==> config.mk <==
export PLATFORM = sky130hd
export DESIGN_NAME = hb_serializer
export DESIGN_NICKNAME = d
export VERILOG_FILES = /design/src/rtl/hb_pkg.sv /design/src/rtl/hb_seq_counter.sv /design/src/rtl/hb_frame_packer.sv /design/src/rtl/hb_shifter.sv /design/src/rtl/hb_serializer.sv
export SDC_FILE = /design/constraint.sdc
export NUM_CORES = 1
export LEC_CHECK = 0
export BUFFER_PORTS_ARGS = -buffer_cell sky130_fd_sc_hd__buf_2
export CORE_UTILIZATION = 59
export DETAILED_ROUTE_END_ITERATION = 7
export GPL_TIMING_DRIVEN = 0
export HOLD_SLACK_MARGIN = 0.02
export PLACE_DENSITY = 0.83
export SYNTH_ARGS = -nofsm -noshare
export SYNTH_HDL_FRONTEND = slang
export SYNTH_HIERARCHICAL = 1
export SYNTH_SLANG_ARGS = --single-unit
==> constraint.sdc <==
create_clock -name clk -period 4.7 [get_ports clk]
set_clock_uncertainty 0.1 [all_clocks]
set_input_delay 0.705 -clock clk [delete_from_list [all_inputs] [get_ports clk]]
set_output_delay 0.705 -clock clk [all_outputs]
set_load 0.01 [all_outputs]
==> src/rtl/hb_pkg.sv <==
// Package: shared widths and power-state codes for the heartbeat serializer.
// Assumes: field widths are fixed by the message layout; the top may override.
package hb_pkg;
    localparam int SEQ_W_DEF = 4;
    localparam int PWR_W_DEF = 2;
    localparam int REG_W_DEF = 8;

    // Power state encoding carried in the 2-bit field
    typedef enum logic [1:0] {
        PWR_WORKING  = 2'b00,
        PWR_SLEEP    = 2'b01,
        PWR_SOFT_OFF = 2'b10,
        PWR_PREBOOT  = 2'b11
    } pwr_code_e;

    // Total frame length for a given set of field widths
    function automatic int frame_len(input int seq_w, input int pwr_w, input int reg_w);
        return seq_w + pwr_w + 3 * reg_w;
    endfunction
endpackage

==> src/rtl/hb_seq_counter.sv <==
// Module: rolling message sequence counter.
// Does: holds the sequence number for the next message; advances by one on
//       each completed message and wraps naturally at its width.
// Assumes: msg_done is a single-cycle pulse from the shifter.
module hb_seq_counter #(
    parameter int SEQ_W = 4
) (
    input  logic             clk,
    input  logic             rst_n,
    input  logic             msg_done,
    output logic [SEQ_W-1:0] seq
);
    // Purpose: clear on reset, step on message completion
    always_ff @(posedge clk) begin
        if (!rst_n)
            seq <= '0;
        else if (msg_done)
            seq <= seq + 1'b1;
    end


    seq_step_chk: assert property (@(posedge clk) disable iff (!rst_n)
        msg_done |=> seq == SEQ_W'($past(seq) + 1'b1));


    seq_hold_chk: assert property (@(posedge clk) disable iff (!rst_n)
        !msg_done |=> $stable(seq));
endmodule

==> src/rtl/hb_frame_packer.sv <==
// Module: message frame assembler.
// Does: concatenates the fields into one vector with the sequence field in the
//       top bits, then power state, msg1, msg2 and watchdog status.
// Assumes: the vector is shifted out from its MSB, so field order and MSB-first
//          order both follow from this layout.
module hb_frame_packer #(
    parameter int SEQ_W = 4,
    parameter int PWR_W = 2,
    parameter int REG_W = 8,
    localparam int LEN  = SEQ_W + PWR_W + 3 * REG_W
) (
    input  logic [SEQ_W-1:0] seq,
    input  logic [PWR_W-1:0] pwr_state,
    input  logic [REG_W-1:0] msg1,
    input  logic [REG_W-1:0] msg2,
    input  logic [REG_W-1:0] wd_stat,
    output logic [LEN-1:0]   frame
);
    // Purpose: fixed field layout, first-sent field in the top bits
    always_comb begin
        frame = {seq, pwr_state, msg1, msg2, wd_stat};
    end
endmodule

==> src/rtl/hb_shifter.sv <==
// Module: frame shift register with bit counter.
// Does: loads the frame on an accepted request, shifts it out MSB first one
//       bit per bit_en pulse, and flags completion on the last bit.
// Assumes: LEN >= 2; requests while busy are dropped here.
module hb_shifter #(
    parameter int LEN  = 30,
    localparam int CW  = $clog2(LEN),
    localparam logic [CW-1:0] LAST = CW'(LEN - 1)
) (
    input  logic           clk,
    input  logic           rst_n,
    input  logic           send_req,
    input  logic [LEN-1:0] frame,
    input  logic           bit_en,
    output logic           ser_data,
    output logic           ser_valid,
    output logic           busy,
    output logic           msg_done
);
    logic [LEN-1:0] shreg;
    logic [CW-1:0]  bit_cnt;
    logic           busy_q;
    logic           accept;
    logic           step;

    // Purpose: decode request acceptance and shift steps
    always_comb begin
        accept   = send_req && !busy_q;
        step     = busy_q && bit_en;
        msg_done = step && (bit_cnt == LAST);
    end

    // Purpose: load, shift and count the frame bits
    always_ff @(posedge clk) begin
        if (!rst_n) begin
            shreg   <= '0;
            bit_cnt <= '0;
            busy_q  <= 1'b0;
        end else if (accept) begin
            shreg   <= frame;
            bit_cnt <= '0;
            busy_q  <= 1'b1;
        end else if (step) begin
            shreg <= {shreg[LEN-2:0], 1'b0};
            if (bit_cnt == LAST) begin
                bit_cnt <= '0;
                busy_q  <= 1'b0;
            end else begin
                bit_cnt <= bit_cnt + 1'b1;
            end
        end
    end

    // Purpose: drive the serial outputs from the register head
    always_comb begin
        ser_data  = shreg[LEN-1];
        ser_valid = step;
        busy      = busy_q;
    end


    busy_rise_chk: assert property (@(posedge clk) disable iff (!rst_n)
        $rose(busy_q) |-> $past(send_req));


    busy_fall_chk: assert property (@(posedge clk) disable iff (!rst_n)
        $fell(busy_q) |-> $past(bit_en) && $past(bit_cnt) == LAST);


    hold_no_pulse_chk: assert property (@(posedge clk) disable iff (!rst_n)
        busy_q && !bit_en |=> $stable(shreg) && $stable(bit_cnt));


    cnt_range_chk: assert property (@(posedge clk) disable iff (!rst_n)
        bit_cnt <= LAST);


    idle_cnt_chk: assert property (@(posedge clk) disable iff (!rst_n)
        !busy_q |-> bit_cnt == '0);
endmodule

==> src/rtl/hb_serializer.sv <==
// Module: heartbeat status message serializer (top).
// Does: joins the sequence counter, frame packer and shifter. A request while
//       idle freezes the current field values and sends them MSB first.
// Assumes: bit_en is synchronous to clk; inputs need only be valid on the
//          cycle a request is accepted.
module hb_serializer #(
    parameter int SEQ_W = hb_pkg::SEQ_W_DEF,
    parameter int PWR_W = hb_pkg::PWR_W_DEF,
    parameter int REG_W = hb_pkg::REG_W_DEF,
    localparam int LEN  = hb_pkg::frame_len(SEQ_W, PWR_W, REG_W)
) (
    input  logic             clk,
    input  logic             rst_n,
    input  logic             bit_en,
    input  logic             send_req,
    input  logic [PWR_W-1:0] pwr_state,
    input  logic [REG_W-1:0] msg1,
    input  logic [REG_W-1:0] msg2,
    input  logic [REG_W-1:0] wd_stat,
    output logic             ser_data,
    output logic             ser_valid,
    output logic             busy
);
    logic [SEQ_W-1:0] seq;
    logic [LEN-1:0]   frame;
    logic             msg_done;

    hb_seq_counter #(.SEQ_W(SEQ_W)) u_seq (
        .clk      (clk),
        .rst_n    (rst_n),
        .msg_done (msg_done),
        .seq      (seq)
    );

    hb_frame_packer #(.SEQ_W(SEQ_W), .PWR_W(PWR_W), .REG_W(REG_W)) u_pack (
        .seq       (seq),
        .pwr_state (pwr_state),
        .msg1      (msg1),
        .msg2      (msg2),
        .wd_stat   (wd_stat),
        .frame     (frame)
    );

    hb_shifter #(.LEN(LEN)) u_shift (
        .clk       (clk),
        .rst_n     (rst_n),
        .send_req  (send_req),
        .frame     (frame),
        .bit_en    (bit_en),
        .ser_data  (ser_data),
        .ser_valid (ser_valid),
        .busy      (busy),
        .msg_done  (msg_done)
    );


    valid_in_msg_chk: assert property (@(posedge clk) disable iff (!rst_n)
        ser_valid |-> busy);
endmodule

# Word-level counts from Yosys, hierarchy flattened
# Cells that the tools add are included.
dict set report op_classes {
  add_sub_neg 2
  n_eq_ne 1
  n_mux 6
  bitwise 1
  n_reduce_logical 8
}
# cell n
set op_table {}
lappend op_table {{$mux W30} 2}
lappend op_table {{$add A5 B1 Y5 const B} 1}
lappend op_table {{$eq A5 B5 Y1 const B} 1}
lappend op_table {{$mux W5} 1}
lappend op_table {{$add A4 B1 Y4 const B} 1}
lappend op_table {{$reduce_bool A2 Y1} 2}
lappend op_table {{$logic_and A1 B1 Y1} 3}
lappend op_table {{$mux W1} 3}
lappend op_table {{$reduce_and A2 Y1} 1}
lappend op_table {{$reduce_or A2 Y1} 1}
lappend op_table {{$logic_not A1 Y1} 1}
lappend op_table {{$not A1 Y1} 1}
dict set report word_totals {
  regBits 40
  in_bits 30
  out_inout_bits 3
  elab_cells 22
}

# Depth between registers and ports, before layout
dict set report logic_depth {
  depth_word 4
  ltp_mapped 6
  ltp_nobuf 6
}

# By module
# The synthesis kept the hierarchy.
# mod n_inst cells_per_inst area_per_inst_um2 seq_area_each_um2
set modules_own_cells {}
lappend modules_own_cells {hb_shifter 1 167 1561.5 720.7}
lappend modules_own_cells {hb_frame_packer 1 30 225.2 0.0}
lappend modules_own_cells {hb_seq_counter 1 16 176.4 80.1}

# Worst setup path before layout
# No wires, ideal clock.
dict set report synth_timing {
  path_type {input-to-output}
  startpoint {input port bit_en}
  endpoint {output port ser_valid}
  arrival_time_ns 1.035
  required_time_ns 3.895
  setup_slack_ns 2.860
  path_stages 3
  path_buffers 1
  path_cell_list {nand2_2 > inv_2 > buf_6}
}
dict set report synth_via {
  elab_chain_len 1
}
# element line_no
set synth_lines {}
lappend synth_lines {{start, declared} hb_serializer.sv:14} ;# input logic bit_en,
lappend synth_lines {{$logic_and A1 B1 Y1} hb_shifter.sv:29} ;# step = busy_q && bit_en;
lappend synth_lines {{end, declared} hb_serializer.sv:21} ;# output logic ser_valid,
# No other way between the ends.

# Worst setup path after layout
dict set report layout_timing {
  startpoint {register u_shift.busy_q (netlist: u_shift/busy)}
  endpoint {output port ser_valid}
}
dict set report layout_via {
  elab_chain_len 1
}
# element line_no
set layout_lines {}
lappend layout_lines {{start, declared} hb_shifter.sv:22} ;# logic busy_q;
lappend layout_lines {{start signal, assigned} hb_shifter.sv:38} ;# busy_q <= 1'b0;
lappend layout_lines {{start signal, assigned} hb_shifter.sv:42} ;# busy_q <= 1'b1;
lappend layout_lines {{start signal, assigned} hb_shifter.sv:47} ;# busy_q <= 1'b0;
lappend layout_lines {{$logic_and A1 B1 Y1} hb_shifter.sv:29}
# No other way between the ends.

==> results.toml <==
[global_route]
grt_pass1_vias = 1459
grt_pass1_wl_mm = 6.20
antenna_found_initial = 0
overflow = 0
grt_use_total = 0.242
grt_max_degree = 12

[logic_synthesis]
yosysTopAreaCell = "dfxtp_1"
yosysWarnings = 6
netlist-cell-type-count = 35
ys_seq_elements = 40
syn_area_per_cell_um2 = 9.22
syn_inst = 213
yosysSeqAreaShare = 0.408
syn_area_um2 = 1960
synth_area_leaders = "dfxtp_1 (41%), buf_4 (13%), a22oi_1 (11%)"
synth_top_area_share = 0.408
mappedNetlistNets = 246

[setup_path]
path_buf_inv = 3
rrSetupSlack_ps = 2810
cp.arrival_ps = 1480
critPathCapture = "ser_valid"
critPathMaxStageDelay_ps = 550
critical_path.startpoint = "u_shift/busy"
regToRegEndpoint = "u_seq/seq[3]"
cp-end-kind = "output port"
reg2reg_depth = 4
regToRegStartpoint = "u_shift/busy"
cp_top_family = "flip-flops"
cp_data_required_time_ps = 3890
path_class = "flip-flop to output port"
path_depth = 4
worst-path-max-fanout = 10
path_cells = "nand2_2 > inv_2 > buf_6 > buf_2"
crit_path_top_delay_cell = "dfxtp_1"
crit_path_start_kind = "flip-flop"

[outcome]
status = "finished, final reports clean"

[layout]
nFillCells = 278
antenna_cells = 0
syn_to_final_growth_pct = 6.69
finalNetCount = 259
drive_gt1_frac = 0.257
fin_util = 0.675
fin_area_um2 = 2090
final_cells = 270

[floorplanning]
initial_core_util = 0.633
placementRows = 20
die-height_um = 59.7
dieArea_um2 = 3560
dieWidth_um = 59.7
io_pins = 33
coreArea_um2 = 3100

[pwr]
power_density_nw_per_um2 = 290
netSwitchingFraction = 0.257
p_sw_uw = 156
p_seq_frac = 0.601
power.internal_uw = 451
p_comb_frac = 0.136
pwr-share-clk = 0.263
total_power_uw = 607
p_leak_uw = 0.000825
irDropWorstVdd_mv = 0.149

[clock_tree]
clkSinkCount = 40
clock-root-buffer = "clkbuf_4"
tritoncts = "built"
ctsResizeCount = 0
numCtsBuffers = 5
clk_latency_ps = 340
postCtsSetupBuffers = 0
htreeDepth = 2
clock_tree.buffer_depth = 2
holdBufCountCts = 0
cts.clk_slew.worst_paths_ps = 110

[sta]
drv_slew = 0
relSlewSlack = 0.533
min_period_over_period = 0.486
tns_ps = 0
tightestPinTransition_ps = 698
clock.fmax_mhz = 438
finalSetupViolations = 0
period_needed_ps = 2280
finalHoldViolCount = 0
rsz0062_at_grt = "false"

[placed_design]
io_buffers = 6
placed_area_um2 = 2050
dp_cells = 263
gp_congestion = 0.771
dpl.hpwl_mm = 2.66

[route]
first_pass_iters = 6
dr_total_vias = 1510
wl_met1_mm = 1.57
drc_errors = 0
highest_layer = "met4"
wirelength_mm = 3.67
routed-wl-met2_mm = 1.83
wl_per_cell_um = 13.6
routed_via_density = 5.59
ant_nets = 0
drt_iter0_drc = 101
wl_met3_um = 171

[run]
maxCapViolCount = 0

[worst_hold_path]
min_path_type = "flip-flop to flip-flop"
[sequential cells by signal (all words and copies together), names as in the netlist]
register         cells
u_shift/shreg       30
u_seq/seq            4
u_shift/bit_cnt      5
u_shift/busy         1
[cell type report]
type                    count  area (um^2)  area share
inverters                   3         11.3     0.00538
plain buffers              41          293       0.140
clock inverters             1         5.00     0.00239
clock buffers               6         41.3      0.0197
repair buffers              6         30.0      0.0143
well taps                  44         55.1      0.0263
flip-flops and latches     40          801       0.382
multi-input cells         129          858       0.410
[metal layers]
layer,global-route usage,vias to the layer above
li1,-,749
met1,0.262,715
met2,0.414,37
met3,0.0823,9
met4,0.130,0
met5,0,-
[synthesized netlist by cell type, drive strengths merged]
| library cell | number |
|---|---|
| or2b | 1 |
| dfxtp | 40 |
| nand3 | 3 |
| clkbuf | 3 |
| nand4 | 1 |
| ha | 3 |
| and2 | 1 |
| inv | 3 |
| o21a | 1 |
| o221ai | 3 |
| a21oi | 1 |
| a21boi | 27 |
| a2111oi | 1 |
| xnor2 | 1 |
| xor2 | 2 |
| o21ai | 3 |
| nor3 | 7 |
| buf | 38 |
| and3b | 1 |
| a22oi | 28 |
| or3 | 1 |
| a41oi | 1 |
| nor2 | 6 |
| nand2 | 30 |
| nand2b | 1 |
| mux2i | 3 |
| nor2b | 3 |
[power by group through the flow]
stage / logic [uW] / registers, uW / clock network (uW)
after floorplan: 65.0 / 370 / 0
after global placement: 78.8 / 371 / 0
after detailed placement: 82.5 / 372 / 0
after CTS: 82.9 / 365 / 163
after global routing: 90.7 / 367 / 180
final: 82.5 / 365 / 160
[worst min-delay path, delay by kind of cell (launching register included)]
family / cells / cell delay [ps]
flip-flops: 1 / 330
AND/OR/NAND/NOR: 1 / 50
AO/OA/AOI/OAI: 1 / 50
[logic make-up (layout without fill, tap and decap cells)]
family,count (synthesis),after routing,synth area share
AOI/OAI and AO/OA,65,65,0.250
adders and majority gates,3,3,0.0191
xor gates and xnor gates,3,3,0.0134
and+or+nand+nor,55,55,0.133
buffers and inverters,44,57,0.155
DFF,40,40,0.408
muxes,3,3,0.0217
[layout by cell type, fill, tap and decap left out, types with 2 or more instances in the layout]
master,netlist,layout
a21boi_1,26,26
a22oi_1,28,28
buf_2,3,9
buf_4,34,34
clkbuf_1,3,4
clkbuf_4,0,5
dfxtp_1,40,40
ha_1,3,3
inv_1,2,2
mux2i_1,2,2
nand2_1,28,28
nand2_2,2,2
nand3_1,2,2
nor2_1,6,6
nor2b_1,3,3
nor3_1,6,6
o21ai_0,3,3
o221ai_1,3,3
xor2_1,2,2
[worst min-delay path by stage]
stage,from,endpoint,slack (ps),cells after the start
4_1_cts,u_shift/shreg[7],u_shift/shreg[7],370,2
6_report,u_shift/shreg[7],u_shift/shreg[7],360,2
3_3_place_gp,u_shift/shreg[15],u_shift/shreg[15],340,2
2_1_floorplan,u_shift/shreg[9],u_shift/shreg[9],340,2
5_1_grt,u_shift/shreg[18],u_shift/shreg[18],390,2
3_5_place_dp,u_shift/shreg[7],u_shift/shreg[7],350,2
[per-stage QoR]
| step | hold slack [ps] | setup WS (ps) |
|---|---|---|
| 2_1_floorplan | 335 | 2860 |
| 3_3_place_gp | 341 | 2490 |
| 3_5_place_dp | 350 | 2490 |
| 4_1_cts | 366 | 2410 |
| 5_1_grt | 385 | 2300 |
| 6_report | 362 | 2420 |
Power figures use the tool's default switching activity.
